[src/rtl/upd_pkg.sv]
package upd_pkg;
   localparam int BYTE_W = 8;

   typedef enum logic [1:0] {
      CLS_NONE  = 2'd0,
      CLS_TWO   = 2'd1,
      CLS_THREE = 2'd2,
      CLS_FOUR  = 2'd3
   } gap_cls_t;

   typedef enum logic {
      ST_IDLE = 1'b0,
      ST_LIVE = 1'b1
   } dec_state_t;
endpackage

[src/rtl/upd_tick_gen.sv]
module upd_tick_gen #(
   parameter int TICK_DIV = 1
) (
   input  logic clk,
   input  logic rst_n,
   output logic tick_o
);
   initial begin
      assert (TICK_DIV >= 1) else $error("TICK_DIV must be at least 1");
   end

   generate
      if (TICK_DIV == 1) begin : g_direct
         logic run_q;
         always_ff @(posedge clk) run_q <= rst_n;
         assign tick_o = run_q;
      end else begin : g_div
         localparam int DW = $clog2(TICK_DIV);
         logic [DW-1:0] div_q;
         always_ff @(posedge clk) begin
            if (!rst_n) div_q <= '0;
            else if (div_q == DW'(TICK_DIV - 1)) div_q <= '0;
            else div_q <= div_q + DW'(1);
         end
         assign tick_o = (div_q == DW'(TICK_DIV - 1));
      end
   endgenerate
endmodule

[src/rtl/upd_pause_det.sv]
module upd_pause_det #(
   parameter int PAUSE_TICKS = 24
) (
   input  logic clk,
   input  logic rst_n,
   input  logic act_i,
   input  logic tick_i,
   input  logic edge_i,
   output logic pause_o
);
   localparam int PC_W = $clog2(PAUSE_TICKS + 1);

   logic [PC_W-1:0] quiet_q;
   logic            fired_q;

   initial begin
      assert (PAUSE_TICKS >= 2) else $error("PAUSE_TICKS must be at least 2");
   end

   always_ff @(posedge clk) begin
      if (!rst_n || !act_i) begin
         quiet_q <= '0;
         fired_q <= 1'b0;
         pause_o <= 1'b0;
      end else begin
         pause_o <= 1'b0;
         if (edge_i) begin
            quiet_q <= '0;
            fired_q <= 1'b0;
         end else if (tick_i && !fired_q) begin
            if (quiet_q == PC_W'(PAUSE_TICKS - 1)) begin
               quiet_q <= '0;
               fired_q <= 1'b1;
               pause_o <= 1'b1;
            end else begin
               quiet_q <= quiet_q + PC_W'(1);
            end
         end
      end
   end

   // a fresh edge is never directly followed by a pause
   p_edge_no_pause_r2: assert property (@(posedge clk) disable iff (!rst_n)
      edge_i |=> !pause_o);
   // one pause per quiet stretch, never two back to back
   p_pause_single_r2: assert property (@(posedge clk) disable iff (!rst_n)
      pause_o |=> !pause_o);
endmodule

[src/rtl/upd_gap_timer.sv]
module upd_gap_timer
   import upd_pkg::*;
#(
   parameter int LIM_ONE   = 48,
   parameter int LIM_TWO   = 80,
   parameter int LIM_THREE = 112,
   parameter int EOF_TICKS = 160
) (
   input  logic     clk,
   input  logic     rst_n,
   input  logic     act_i,
   input  logic     tick_i,
   input  logic     pause_i,
   output logic     ev_o,
   output gap_cls_t cls_o,
   output logic     eof_o
);
   localparam int              IC_W   = $clog2(EOF_TICKS + 1);
   localparam logic [IC_W-1:0] IC_MAX = '1;

   logic [IC_W-1:0] gap_q;
   logic            run_q;

   always_ff @(posedge clk) begin
      if (!rst_n || !act_i) begin
         gap_q <= '0;
         run_q <= 1'b0;
      end else if (pause_i) begin
         gap_q <= '0;
         run_q <= 1'b1;
      end else if (run_q && tick_i && gap_q != IC_MAX) begin
         gap_q <= gap_q + IC_W'(1);
      end
   end

   always_comb begin
      if (int'(gap_q) <= LIM_ONE)        cls_o = CLS_NONE;
      else if (int'(gap_q) <= LIM_TWO)   cls_o = CLS_TWO;
      else if (int'(gap_q) <= LIM_THREE) cls_o = CLS_THREE;
      else                               cls_o = CLS_FOUR;
   end

   assign ev_o  = pause_i;
   assign eof_o = run_q && !pause_i && (int'(gap_q) >= EOF_TICKS);

   // the first pause of a frame always reads an empty interval
   p_first_gap_none_r3: assert property (@(posedge clk) disable iff (!rst_n)
      (act_i && pause_i && !run_q) |-> cls_o == CLS_NONE);
   // the interval counter holds at its ceiling instead of wrapping
   p_gap_saturate_r12: assert property (@(posedge clk) disable iff (!rst_n)
      (act_i && !pause_i && gap_q == IC_MAX) |=> (gap_q == IC_MAX || gap_q == '0));
endmodule

[src/rtl/upd_bit_packer.sv]
module upd_bit_packer
   import upd_pkg::*;
#(
   parameter int BCNT_W   = 12,
   parameter int MIN_BITS = 4
) (
   input  logic              clk,
   input  logic              rst_n,
   input  logic              clr_i,
   input  logic [1:0]        nb_i,
   input  logic              b0_i,
   input  logic              b1_i,
   input  logic              flush_i,
   output logic [BCNT_W-1:0] cnt_o,
   output logic              byte_valid_o,
   output logic [BYTE_W-1:0] byte_o,
   output logic              done_o,
   output logic [BCNT_W-1:0] bits_o,
   output logic              ok_o
);
   localparam int POS_W = $clog2(BYTE_W);

   logic [BYTE_W-1:0] sreg_q, s_nx, bd_nx;
   logic [BCNT_W-1:0] cnt_q, c_nx;
   logic              bv_nx;
   logic [POS_W-1:0]  rem;

   initial begin
      assert (BCNT_W > POS_W) else $error("BCNT_W too small");
      assert (MIN_BITS >= 1) else $error("MIN_BITS must be positive");
   end

   always_comb begin
      s_nx  = sreg_q;
      c_nx  = cnt_q;
      bv_nx = 1'b0;
      bd_nx = '0;
      for (int i = 0; i < 2; i++) begin
         if (i < int'(nb_i)) begin
            s_nx = {(i == 0) ? b0_i : b1_i, s_nx[BYTE_W-1:1]};
            c_nx = c_nx + BCNT_W'(1);
            if (c_nx[POS_W-1:0] == '0) begin
               bv_nx = 1'b1;
               bd_nx = s_nx;
            end
         end
      end
      rem = c_nx[POS_W-1:0];
      if (flush_i && rem != '0) begin
         bv_nx = 1'b1;
         bd_nx = s_nx >> (POS_W + 1)'(BYTE_W - int'(rem));
      end
   end

   always_ff @(posedge clk) begin
      if (!rst_n || clr_i) begin
         sreg_q       <= '0;
         cnt_q        <= '0;
         byte_valid_o <= 1'b0;
         byte_o       <= '0;
         done_o       <= 1'b0;
         bits_o       <= '0;
         ok_o         <= 1'b0;
      end else begin
         byte_valid_o <= bv_nx;
         byte_o       <= bd_nx;
         done_o       <= flush_i;
         if (flush_i) begin
            bits_o <= c_nx;
            ok_o   <= (int'(c_nx) >= MIN_BITS);
            sreg_q <= '0;
            cnt_q  <= '0;
         end else begin
            sreg_q <= s_nx;
            cnt_q  <= c_nx;
         end
      end
   end

   assign cnt_o = cnt_q;

   // after a frame report the bit store starts empty
   p_clear_after_frame_r10: assert property (@(posedge clk) disable iff (!rst_n)
      done_o |-> cnt_q == '0);
   // a mid-frame byte leaves at most one bit of the next byte behind
   p_byte_boundary_r9: assert property (@(posedge clk) disable iff (!rst_n)
      (byte_valid_o && !done_o) |-> (cnt_q[POS_W-1:0] <= POS_W'(1)));
endmodule

[src/rtl/uplink_pause_decoder.sv]
module uplink_pause_decoder
   import upd_pkg::*;
#(
   parameter int TICK_DIV    = 1,
   parameter int PAUSE_TICKS = 24,
   parameter int LIM_ONE     = 48,
   parameter int LIM_TWO     = 80,
   parameter int LIM_THREE   = 112,
   parameter int EOF_TICKS   = 160,
   parameter int MIN_BITS    = 4,
   parameter int BCNT_W      = 12
) (
   input  logic              clk,
   input  logic              rst_n,
   input  logic              rearm,
   input  logic              mod_in,
   output logic              byte_valid,
   output logic [7:0]        byte_data,
   output logic              frame_done,
   output logic [BCNT_W-1:0] frame_bits,
   output logic              frame_ok
);
   initial begin
      assert (LIM_ONE < LIM_TWO && LIM_TWO < LIM_THREE && LIM_THREE < EOF_TICKS)
         else $error("interval limits must rise strictly");
      assert (PAUSE_TICKS < LIM_ONE) else $error("pause wait must be below LIM_ONE");
      assert (BYTE_W == 8) else $error("byte port is 8 bits wide");
   end

   dec_state_t        st_q;
   logic              mod_q, edge_w, act, tick;
   logic              pause_w, ev_w, eof_w;
   gap_cls_t          cls_w;
   logic              odd_q, first_q, odd_nx, first_nx;
   logic [1:0]        nb;
   logic              b0, b1, flush;
   logic [BCNT_W-1:0] pk_cnt;

   assign edge_w = mod_in ^ mod_q;
   assign act    = (st_q == ST_LIVE);

   always_ff @(posedge clk) begin
      if (!rst_n) mod_q <= 1'b0;
      else        mod_q <= mod_in;
   end

   always_ff @(posedge clk) begin
      if (!rst_n || rearm) begin
         st_q <= ST_IDLE;
      end else begin
         unique case (st_q)
            ST_IDLE: if (mod_in && !mod_q) st_q <= ST_LIVE;
            ST_LIVE: if (eof_w) st_q <= ST_IDLE;
            default: st_q <= ST_IDLE;
         endcase
      end
   end

   upd_tick_gen #(.TICK_DIV(TICK_DIV)) u_tick (
      .clk(clk), .rst_n(rst_n), .tick_o(tick));

   upd_pause_det #(.PAUSE_TICKS(PAUSE_TICKS)) u_pause (
      .clk(clk), .rst_n(rst_n), .act_i(act), .tick_i(tick),
      .edge_i(edge_w), .pause_o(pause_w));

   upd_gap_timer #(
      .LIM_ONE(LIM_ONE), .LIM_TWO(LIM_TWO),
      .LIM_THREE(LIM_THREE), .EOF_TICKS(EOF_TICKS)
   ) u_gap (
      .clk(clk), .rst_n(rst_n), .act_i(act), .tick_i(tick),
      .pause_i(pause_w), .ev_o(ev_w), .cls_o(cls_w), .eof_o(eof_w));

   // Half-bit phase rules: decide which bits each classified interval yields
   always_comb begin
      nb       = 2'd0;
      b0       = 1'b0;
      b1       = 1'b0;
      flush    = 1'b0;
      odd_nx   = odd_q;
      first_nx = first_q;
      if (act) begin
         if (eof_w) begin
            flush = 1'b1;
            if (odd_q) begin
               nb = 2'd1;
               b0 = 1'b1;
            end
         end else if (ev_w && cls_w != CLS_NONE) begin
            first_nx = 1'b0;
            unique case (cls_w)
               CLS_TWO: begin
                  if (!odd_q) begin
                     nb = 2'd1;
                     b0 = 1'b0;
                  end else if (!first_q) begin
                     nb = 2'd1;
                     b0 = 1'b1;
                  end
               end
               CLS_THREE, CLS_FOUR: begin
                  if (cls_w == CLS_THREE) odd_nx = !odd_q;
                  if (odd_q) begin
                     if (first_q) begin
                        nb = 2'd1;
                        b0 = 1'b0;
                     end else begin
                        nb = 2'd2;
                        b0 = 1'b1;
                        b1 = 1'b0;
                     end
                  end else if (cls_w == CLS_THREE) begin
                     nb = 2'd1;
                     b0 = 1'b0;
                  end
               end
               default: ;
            endcase
         end
      end
   end

   always_ff @(posedge clk) begin
      if (!rst_n || rearm || st_q == ST_IDLE) begin
         odd_q   <= 1'b1;
         first_q <= 1'b1;
      end else begin
         odd_q   <= odd_nx;
         first_q <= first_nx;
      end
   end

   upd_bit_packer #(.BCNT_W(BCNT_W), .MIN_BITS(MIN_BITS)) u_pack (
      .clk(clk), .rst_n(rst_n), .clr_i(rearm),
      .nb_i(nb), .b0_i(b0), .b1_i(b1), .flush_i(flush),
      .cnt_o(pk_cnt), .byte_valid_o(byte_valid), .byte_o(byte_data),
      .done_o(frame_done), .bits_o(frame_bits), .ok_o(frame_ok));

   // a short interval adds no bits
   p_short_gap_silent_r3: assert property (@(posedge clk) disable iff (!rst_n)
      (act && ev_w && cls_w == CLS_NONE && !eof_w && !rearm) |=> $stable(pk_cnt));
   // four half-bits in even phase add no bits
   p_four_even_silent_r6: assert property (@(posedge clk) disable iff (!rst_n)
      (act && ev_w && cls_w == CLS_FOUR && !odd_q && !eof_w && !rearm) |=> $stable(pk_cnt));
   // the first two-half-bit interval in odd phase adds no bits
   p_first_two_skip_r7: assert property (@(posedge clk) disable iff (!rst_n)
      (act && ev_w && cls_w == CLS_TWO && odd_q && first_q && !eof_w && !rearm)
      |=> $stable(pk_cnt));
   // a frame report comes only after the decoder has gone idle
   p_done_when_idle_r8: assert property (@(posedge clk) disable iff (!rst_n)
      frame_done |-> st_q == ST_IDLE);
   // re-arm silences both strobes
   p_rearm_quiet_r12: assert property (@(posedge clk) disable iff (!rst_n)
      rearm |=> (!byte_valid && !frame_done));
endmodule

[config.mk]
export PLATFORM = sky130hd
export DESIGN_NAME = uplink_pause_decoder
export DESIGN_NICKNAME = d
export VERILOG_FILES = /design/src/rtl/upd_pkg.sv /design/src/rtl/upd_tick_gen.sv /design/src/rtl/upd_pause_det.sv /design/src/rtl/upd_gap_timer.sv /design/src/rtl/upd_bit_packer.sv /design/src/rtl/uplink_pause_decoder.sv
export SDC_FILE = /design/constraint.sdc
export NUM_CORES = 1
export LEC_CHECK = 0
export BUFFER_PORTS_ARGS = -buffer_cell sky130_fd_sc_hd__buf_4
export CAP_MARGIN = 20
export CORE_ASPECT_RATIO = 0.7
export CORE_UTILIZATION = 40
export CTS_BUF_LIST = sky130_fd_sc_hd__clkbuf_16
export DETAILED_ROUTE_END_ITERATION = 8
export PLACE_DENSITY = 0.63
export SYNTH_ARGS = -nofsm -noshare
export SYNTH_HDL_FRONTEND = slang
export SYNTH_SLANG_ARGS = --single-unit
[constraint.sdc]
create_clock -name clk -period 4.1 [get_ports clk]
set_clock_uncertainty 0.15 [all_clocks]
set_input_delay 0.82 -clock clk [delete_from_list [all_inputs] [get_ports clk]]
set_output_delay 0.82 -clock clk [all_outputs]
set_load 0.05 [all_outputs]
### Yosys cells after proc, flatten, opt, wreduce, memory -nomap -nowiden

Index checks and enable logic that the tools add are counted.

| storage, ports and cells | value |
|---|---|
| register bits after elaboration | 64 |
| input port bits | 4 |
| output and inout bits | 23 |
| logic and storage cells | 110 |

| operators by class | value |
|---|---|
| shift-type cells | 1 |
| $lt $le $gt $ge | 7 |
| $add $sub $neg | 5 |
| muxes and demuxes | 41 |
| reduce and logical (&&, ||, !) cells | 30 |
| bitwise logic cells | 4 |
| eq/ne operators | 5 |

Operators by type and width:

| operator | number |
|---|---|
| $mux 8 | 7 |
| $add 12x1->12 const B | 2 |
| $mux 12 | 2 |
| $mux 1 | 22 |
| $le 8x7->1 const B | 2 |
| $mux 2 | 7 |
| $ge 12x3->1 const B | 1 |
| $add 8x1->8 const B | 1 |
| $ge 8x8->1 const B | 1 |
| $le 8x6->1 const B | 1 |
| $logic_and 1x1->1 | 8 |
| $ne 8x8->1 const B | 1 |
| $reduce_or 2->1 | 4 |
| $shr 8x4->8 | 1 |
| $logic_not 1->1 | 6 |
| $logic_not 3->1 | 2 |
| $reduce_or 3->1 | 2 |
| $add 5x1->5 const B | 1 |
| $eq 5x5->1 const B | 1 |
| $mux 5 | 1 |
| $reduce_and 5->1 | 1 |
| $eq 2x2->1 const B | 2 |
| $lt 1x2->1 const A | 2 |
| $pmux 2 s2 | 1 |
| other kinds (10) | 14 |

### Longest topological paths before layout

| logic depth | value |
|---|---|
| depth after elaboration | 18 |
| depth in mapped cells | 18 |
| depth with buffers taken out | 17 |

### Modules after synthesis

Synthesis repeated with hierarchy kept, for this count alone.

| unflattened totals | value |
|---|---|
| cells, all modules | 437 |
| area, all modules | 3741.1 um2 |

Modules (own cells, without submodules):

| module | times used | cells each | area each (um2) | seq. area each (um2) |
|---|---|---|---|---|
| upd_bit_packer | 1 | 311 | 2645.0 | 860.8 |
| upd_gap_timer | 1 | 66 | 529.3 | 180.2 |
| upd_pause_det | 1 | 31 | 309.0 | 140.1 |
| uplink_pause_decoder | 1 | 28 | 237.7 | 80.1 |
| upd_tick_gen | 1 | 1 | 20.0 | 20.0 |

### Least setup slack after synthesis

Ideal clock, no wire load.

| timing path | value |
|---|---|
| kind | reg-to-reg |
| start | reg u_gap.gap_q[0] |
| end | reg u_pack.byte_o[1] |
| path buffers | 2 |
| path slack | -0.175 ns |
| library setup time | 0.145 ns |
| arrival | 3.980 ns |
| required time | 3.805 ns |
| stages on the path, launching flop included | 19 |
| period minus slack after synthesis | 4.275 ns |
| cell sequence | dfxtp_1 -> inv_1 -> ha_1 -> or3b_4 -> and4_4 -> o31a_4 -> buf_6 -> nor2_4 -> mux2_2 -> ha_1 -> ha_1 -> nor2_1 -> a31oi_2 -> inv_2 -> ha_1 -> buf_1 -> a211o_1 -> a32oi_1 -> o22ai_1 |

| on the way | value |
|---|---|
| word-level cells in the longest chain between the ends | 18 |
| elaborated cells between the ends (all ways) | 43 |
| classes of those cells | add/sub: 2; order compare: 6; eq/ne: 3; shift: 1; mux: 23; reduce/logical: 8 |

RTL lines:

| element | line | RTL |
|---|---|---|
| from (decl) | upd_gap_timer.sv:21 | `logic [IC_W-1:0] gap_q;` |
| from (signal assigned) | upd_gap_timer.sv:32 | `gap_q <= gap_q + IC_W'(1);` |
| $le 8x7->1 | upd_gap_timer.sv:39 | `else if (int'(gap_q) <= LIM_THREE) cls_o = CLS_THREE;` |
| $mux 1 | upd_gap_timer.sv:39 |  |
| $mux 2 | upd_gap_timer.sv:38 | `else if (int'(gap_q) <= LIM_TWO) cls_o = CLS_TWO;` |
| $mux 2 | upd_gap_timer.sv:37 | `if (int'(gap_q) <= LIM_ONE) cls_o = CLS_NONE;` |
| $eq 2x2->1 | uplink_pause_decoder.sv:90, uplink_pause_decoder.sv:111 |  |
| $mux 1 | uplink_pause_decoder.sv:111 | `end else if (cls_w == CLS_THREE) begin` |
| $mux 2 | uplink_pause_decoder.sv:102 | `if (odd_q) begin` |
| $pmux 2 s2 | uplink_pause_decoder.sv:90 | `unique case (cls_w)` |
| [... 2 more ...] | n/a |  |
| $mux 2 | uplink_pause_decoder.sv:81 | `if (act) begin` |
| $lt 1x2->1 | upd_bit_packer.sv:39 | `if (i < int'(nb_i)) begin` |
| $mux 12 | upd_bit_packer.sv:39 |  |
| $add 12x1->12 | upd_bit_packer.sv:41 | `c_nx = c_nx + BCNT_W'(1);` |
| $mux 12 or $logic_not 3->1 (tied branches) | upd_bit_packer.sv:39, upd_bit_packer.sv:42 |  |
| $sub 4x3->4, or another cell as far along | upd_bit_packer.sv:51 | `bd_nx = s_nx >> (POS_W + 1)'(BYTE_W - int'(rem));` |
| $shr 8x4->8, or another cell as far along | upd_bit_packer.sv:51 |  |
| $mux 8 * | upd_bit_packer.sv:49 | `if (flush_i && rem != '0) begin` |
| to (signal assigned) | upd_bit_packer.sv:66 | `byte_o <= bd_nx;` |
| to (decl) | upd_bit_packer.sv:16 | `output logic [BYTE_W-1:0] byte_o,` |

Mark *: on every way between the ends. The rest lies on a longest branch, timed or not.
A chain may end at the register's enable or synchronous reset.

### Final worst setup path

| timing path | value |
|---|---|
| start | reg u_gap.gap_q[1] |
| end | reg u_pack.ok_o |

| on the way | value |
|---|---|
| word-level cells in the longest chain between the ends | 16 |
| elaborated cells between the ends (all ways) | 28 |
| classes of those cells | add/sub: 1; order compare: 7; eq/ne: 3; mux: 13; reduce/logical: 4 |

RTL lines:

| element | line | RTL |
|---|---|---|
| $le 8x7->1 | upd_gap_timer.sv:39 |  |
| $mux 1 | upd_gap_timer.sv:39 |  |
| $mux 2 | upd_gap_timer.sv:38 |  |
| $mux 2 | upd_gap_timer.sv:37 |  |
| $eq 2x2->1 | uplink_pause_decoder.sv:90, uplink_pause_decoder.sv:111 |  |
| $mux 1 | uplink_pause_decoder.sv:111 |  |
| $mux 2 | uplink_pause_decoder.sv:102 |  |
| $pmux 2 s2 | uplink_pause_decoder.sv:90 |  |
| $mux 2 | uplink_pause_decoder.sv:88 | `end else if (ev_w && cls_w != CLS_NONE) begin` |
| $mux 2 | uplink_pause_decoder.sv:82 | `if (eof_w) begin` |
| $mux 2 | uplink_pause_decoder.sv:81 |  |
| $lt 1x2->1 | upd_bit_packer.sv:39 |  |
| $mux 12 | upd_bit_packer.sv:39 |  |
| $add 12x1->12 | upd_bit_packer.sv:41 |  |
| $mux 12 | upd_bit_packer.sv:39 |  |
| $ge 12x3->1 | upd_bit_packer.sv:70 | `ok_o <= (int'(c_nx) >= MIN_BITS);` |
| to (signal assigned) | upd_bit_packer.sv:70 |  |
| to (decl) | upd_bit_packer.sv:19 | `output logic ok_o` |

Parallel ways exist; a longest one is shown, timed or not.

==> flow_summary.json <==
{
  "hold_violations": 0,
  "tightest_slew_ns": 0.972,
  "dpl.cell_count": 596,
  "coreArea_sq_mm": 0.00903,
  "fin_ws_ns": 0.0707,
  "grt_pass1_vias": 2970,
  "wire_per_inst_um": 15.5,
  "seq_area_frac_synth_pct": 34.5,
  "critical_path.top_delay_family": "simple AND/OR/NAND/NOR gates",
  "synth_area_leader_cell": "dfxtp_1",
  "timing.rr.start": "u_gap.gap_q[1]",
  "dpl.hpwl_mm": 6.82,
  "cts_buffer_depth": 2,
  "core.rowCount": 29,
  "diodes": 0,
  "use_met2_pct": 29.3,
  "cellLeakagePower_nw": 1.73,
  "htree_levels": 3,
  "yosysMostFrequentCell": "dfxtp_1",
  "async_reset_ff_share_pct": 0,
  "syn_area_per_cell_sq_um": 8.29,
  "area_delta_synth_final_pct": 24.7,
  "final.min_clock_period_ns": 4.03,
  "grt_use_met1_pct": 29.0,
  "cts_tree": "built",
  "cp-startpoint": "u_gap.gap_q[1]",
  "hold_ws_ns": 0.301,
  "status": "finished, final reports clean",
  "r2r_end": "u_pack.ok_o",
  "antenna_left": 0,
  "hold_class": "reg2reg",
  "die_h_um": 82.6,
  "grt_max_degree": 19,
  "cp_max_fo": 6,
  "slowest_delay_ns": 0.43,
  "drive_gt1_share_pct": 22.7,
  "synth_edf_count": 0,
  "r2r_cells": 18,
  "cp.buffers_inverters": 4,
  "fmax_mhz": 248,
  "cp_slowest_cell": "or3b_4",
  "drc": 0,
  "cp-end-kind": "flop",
  "synth.distinct_cells": 72,
  "path_cells": "inv_2, ha_4, or3b_4, buf_4, a311oi_4, o31a_4, nor2_4, buf_4, xnor2_4, ha_4, nand4_1, nor3_2, a22oi_2, and3_1, a2111oi_4, buf_4, and2_1, a21oi_1",
  "start_util_pct": 41.1,
  "finalMaxSlewViolations": 0,
  "stdcell_area_sq_mm": 0.00463,
  "grt_antenna_before_repair": 0,
  "viasPerCell": 5.59,
  "synthTopCellsByArea": "dfxtp_1 34%, nor2_1 5.9%, nand2_1 4.9%",
  "peakVddDrop_v": 0.000193,
  "synthTopCellsByCount": "64 x dfxtp_1, 58 x nor2_1, 48 x nand2_1",
  "tns_ns": 0,
  "finalCritPeriodShare_pct": 98.3,
  "syn_area_sq_mm": 0.00371,
  "grt-ovfl-total": 0,
  "crit_end": "u_pack.ok_o",
  "clk_latency_ns": 0.34,
  "startpoint_type": "flop",
  "preCtsSetupSlack_ns": 0.0259,
  "synthFlopType": "dfxtp_1",
  "crit_top_cell": "buf_4",
  "port-buffer-count": 26,
  "die_w_um": 117,
  "synth_top_area_share_pct": 34.5,
  "grt-busiest-layer": "met2",
  "multi_input_area_sq_mm": 0.00241,
  "synth.net_count": 462,
  "slew_headroom_pct": 35.0,
  "ys_seq_elements": 64,
  "drtIter0Drc": 264,
  "p_per_area_mw_per_mm2": 312,
  "cts_root_buf": "clkbuf_16",
  "nets": 506,
  "dr.pass1.iters": 5,
  "seq_area_sq_mm": 0.00128,
  "stdcell_count": 621,
  "vias": 3469,
  "worstPathArrival_ns": 4.09,
  "placed_area_sq_mm": 0.00411,
  "cts-buffers-inserted": 9,
  "pin_count": 27,
  "postRouteWirelength_mm": 9.64,
  "routabilityCongestion": 0.859,
  "grt_use_total_pct": 20.4,
  "rrSetupSlack_ns": 0.07,
  "grt_pass1_wl_mm": 14.8,
  "cp.required_ns": 4.16,
  "clk_pin_slew_worst_paths_ns": 0.05,
  "gr-usage-met3_pct": 5.33,
  "cp_num_cells": 18,
  "finalSetupViolations": 0,
  "n_fill_cell": 838,
  "critical_path_class": "reg2reg",
  "clock_sinks": 64,
  "yosys_warnings": 0,
  "cap_violations": 0,
  "synth_cells": 448,
  "dieArea_sq_mm": 0.00968
}
[registers in the layout (all words and copies together) (netlist names)]
signal / count
u_pack.ok_o: 1
u_pack.done_o: 1
u_pause.fired_q: 1
u_pack.byte_o: 8
u_gap.gap_q: 8
first_q: 1
u_pack.bits_o: 12
act: 1
u_tick.tick_o: 1
u_gap.run_q: 1
u_pack.byte_valid_o: 1
mod_q: 1
u_pack.cnt_o: 12
u_pause.quiet_q: 5
u_pause.pause_o: 1
u_pack.sreg_q: 8
odd_q: 1
[how the worst min path moves through the flow]
stage / startpoint / cells after the start / endpoint
after floorplan: u_pause.fired_q / 2 / u_pause.fired_q
after global placement: u_pack.bits_o[6] / 2 / u_pack.bits_o[6]
after detailed placement: u_pack.bits_o[10] / 2 / u_pack.bits_o[10]
after CTS: u_pack.bits_o[10] / 2 / u_pack.bits_o[10]
after global routing: u_pack.bits_o[8] / 2 / u_pack.bits_o[8]
final: u_pack.bits_o[10] / 2 / u_pack.bits_o[10]
[where the power goes]
part,switching [W],internal [W]
Clock,0.000276,0.000526
Sequential,0.00000149,0.000624
Combinational,0.0000141,0.00000596
Total,0.000292,0.00116
[cell type report]
class                           instances  share of cell area [%]
Multi-Input combinational cell        345                    52.1
Timing Repair Buffer                   52                    8.43
Sequential cell                        64                    27.7
Clock buffer                            9                    4.86
Inverter                               20                    1.70
Clock inverter                          7                    1.86
Tap cell                              124                    3.35
[routing by layer]
layer | vias up | part of all wire [%]
li1 | 1692 | -
met1 | 1637 | 50
met2 | 124 | 43
met3 | 16 | 6.0
met4 | 0 | 1.6
met5 | - | 0
[what timing repair did]
action / in CTS / in global routing
gates resized for setup: 0 / 25
setup buffers: 1 / 8
hold buffers: 0 / 0
setup endpoints to repair: 1 / 11
pin swaps: 1 / 9
[per-stage QoR]
stage	util [%]	total power [W]
2_1_floorplan	-	0.000650
3_3_place_gp	45.4	0.000658
3_5_place_dp	45.4	0.000659
4_1_cts	49.0	0.00147
5_1_grt	51.3	0.00149
6_report	51.3	0.00145
[cell families (layout without fill, tap and decap cells)]
| family | after synthesis | in the layout | share of synthesized area, % |
|---|---|---|---|
| adders and majority gates | 10 | 10 | 3.37 |
| xor gates and xnor gates | 23 | 23 | 5.93 |
| and+or+nand+nor | 187 | 187 | 24.9 |
| DFF | 64 | 64 | 34.5 |
| muxes | 14 | 14 | 4.95 |
| buffers and inverters | 39 | 88 | 4.55 |
| AOI/OAI and AO/OA | 111 | 111 | 21.8 |
[cell usage in the layout (no fill, tap or decap), types with 3 or more instances in the layout]
| master | count |
|---|---|
| nor3_1 | 10 |
| and3_1 | 13 |
| nor2_1 | 56 |
| inv_1 | 14 |
| ha_4 | 4 |
| mux2i_1 | 9 |
| xor2_1 | 10 |
| a21oi_1 | 29 |
| dfxtp_1 | 63 |
| nand2_1 | 48 |
| a21o_1 | 3 |
| nand3_1 | 12 |
| nor2b_1 | 5 |
| a31oi_1 | 6 |
| a211oi_1 | 6 |
| o22ai_1 | 8 |
| inv_2 | 5 |
| nor3b_1 | 5 |
| nand4_1 | 8 |
| and2_1 | 8 |
| a211o_1 | 4 |
| ha_1 | 6 |
| o31ai_1 | 3 |
| o21ai_0 | 18 |
| clkbuf_16 | 9 |
| o211ai_1 | 3 |
| or2_2 | 3 |
| buf_4 | 52 |
| xnor2_1 | 10 |
| o21ai_2 | 3 |
[worst min-delay path, delay by kind of cell (launching register included)]
kind | cells | cell delay (ns)
compound gates | 1 | 0.05
flops | 1 | 0.32
simple gates | 1 | 0.04
No activity file was read; power rests on OpenSTA's default activity.
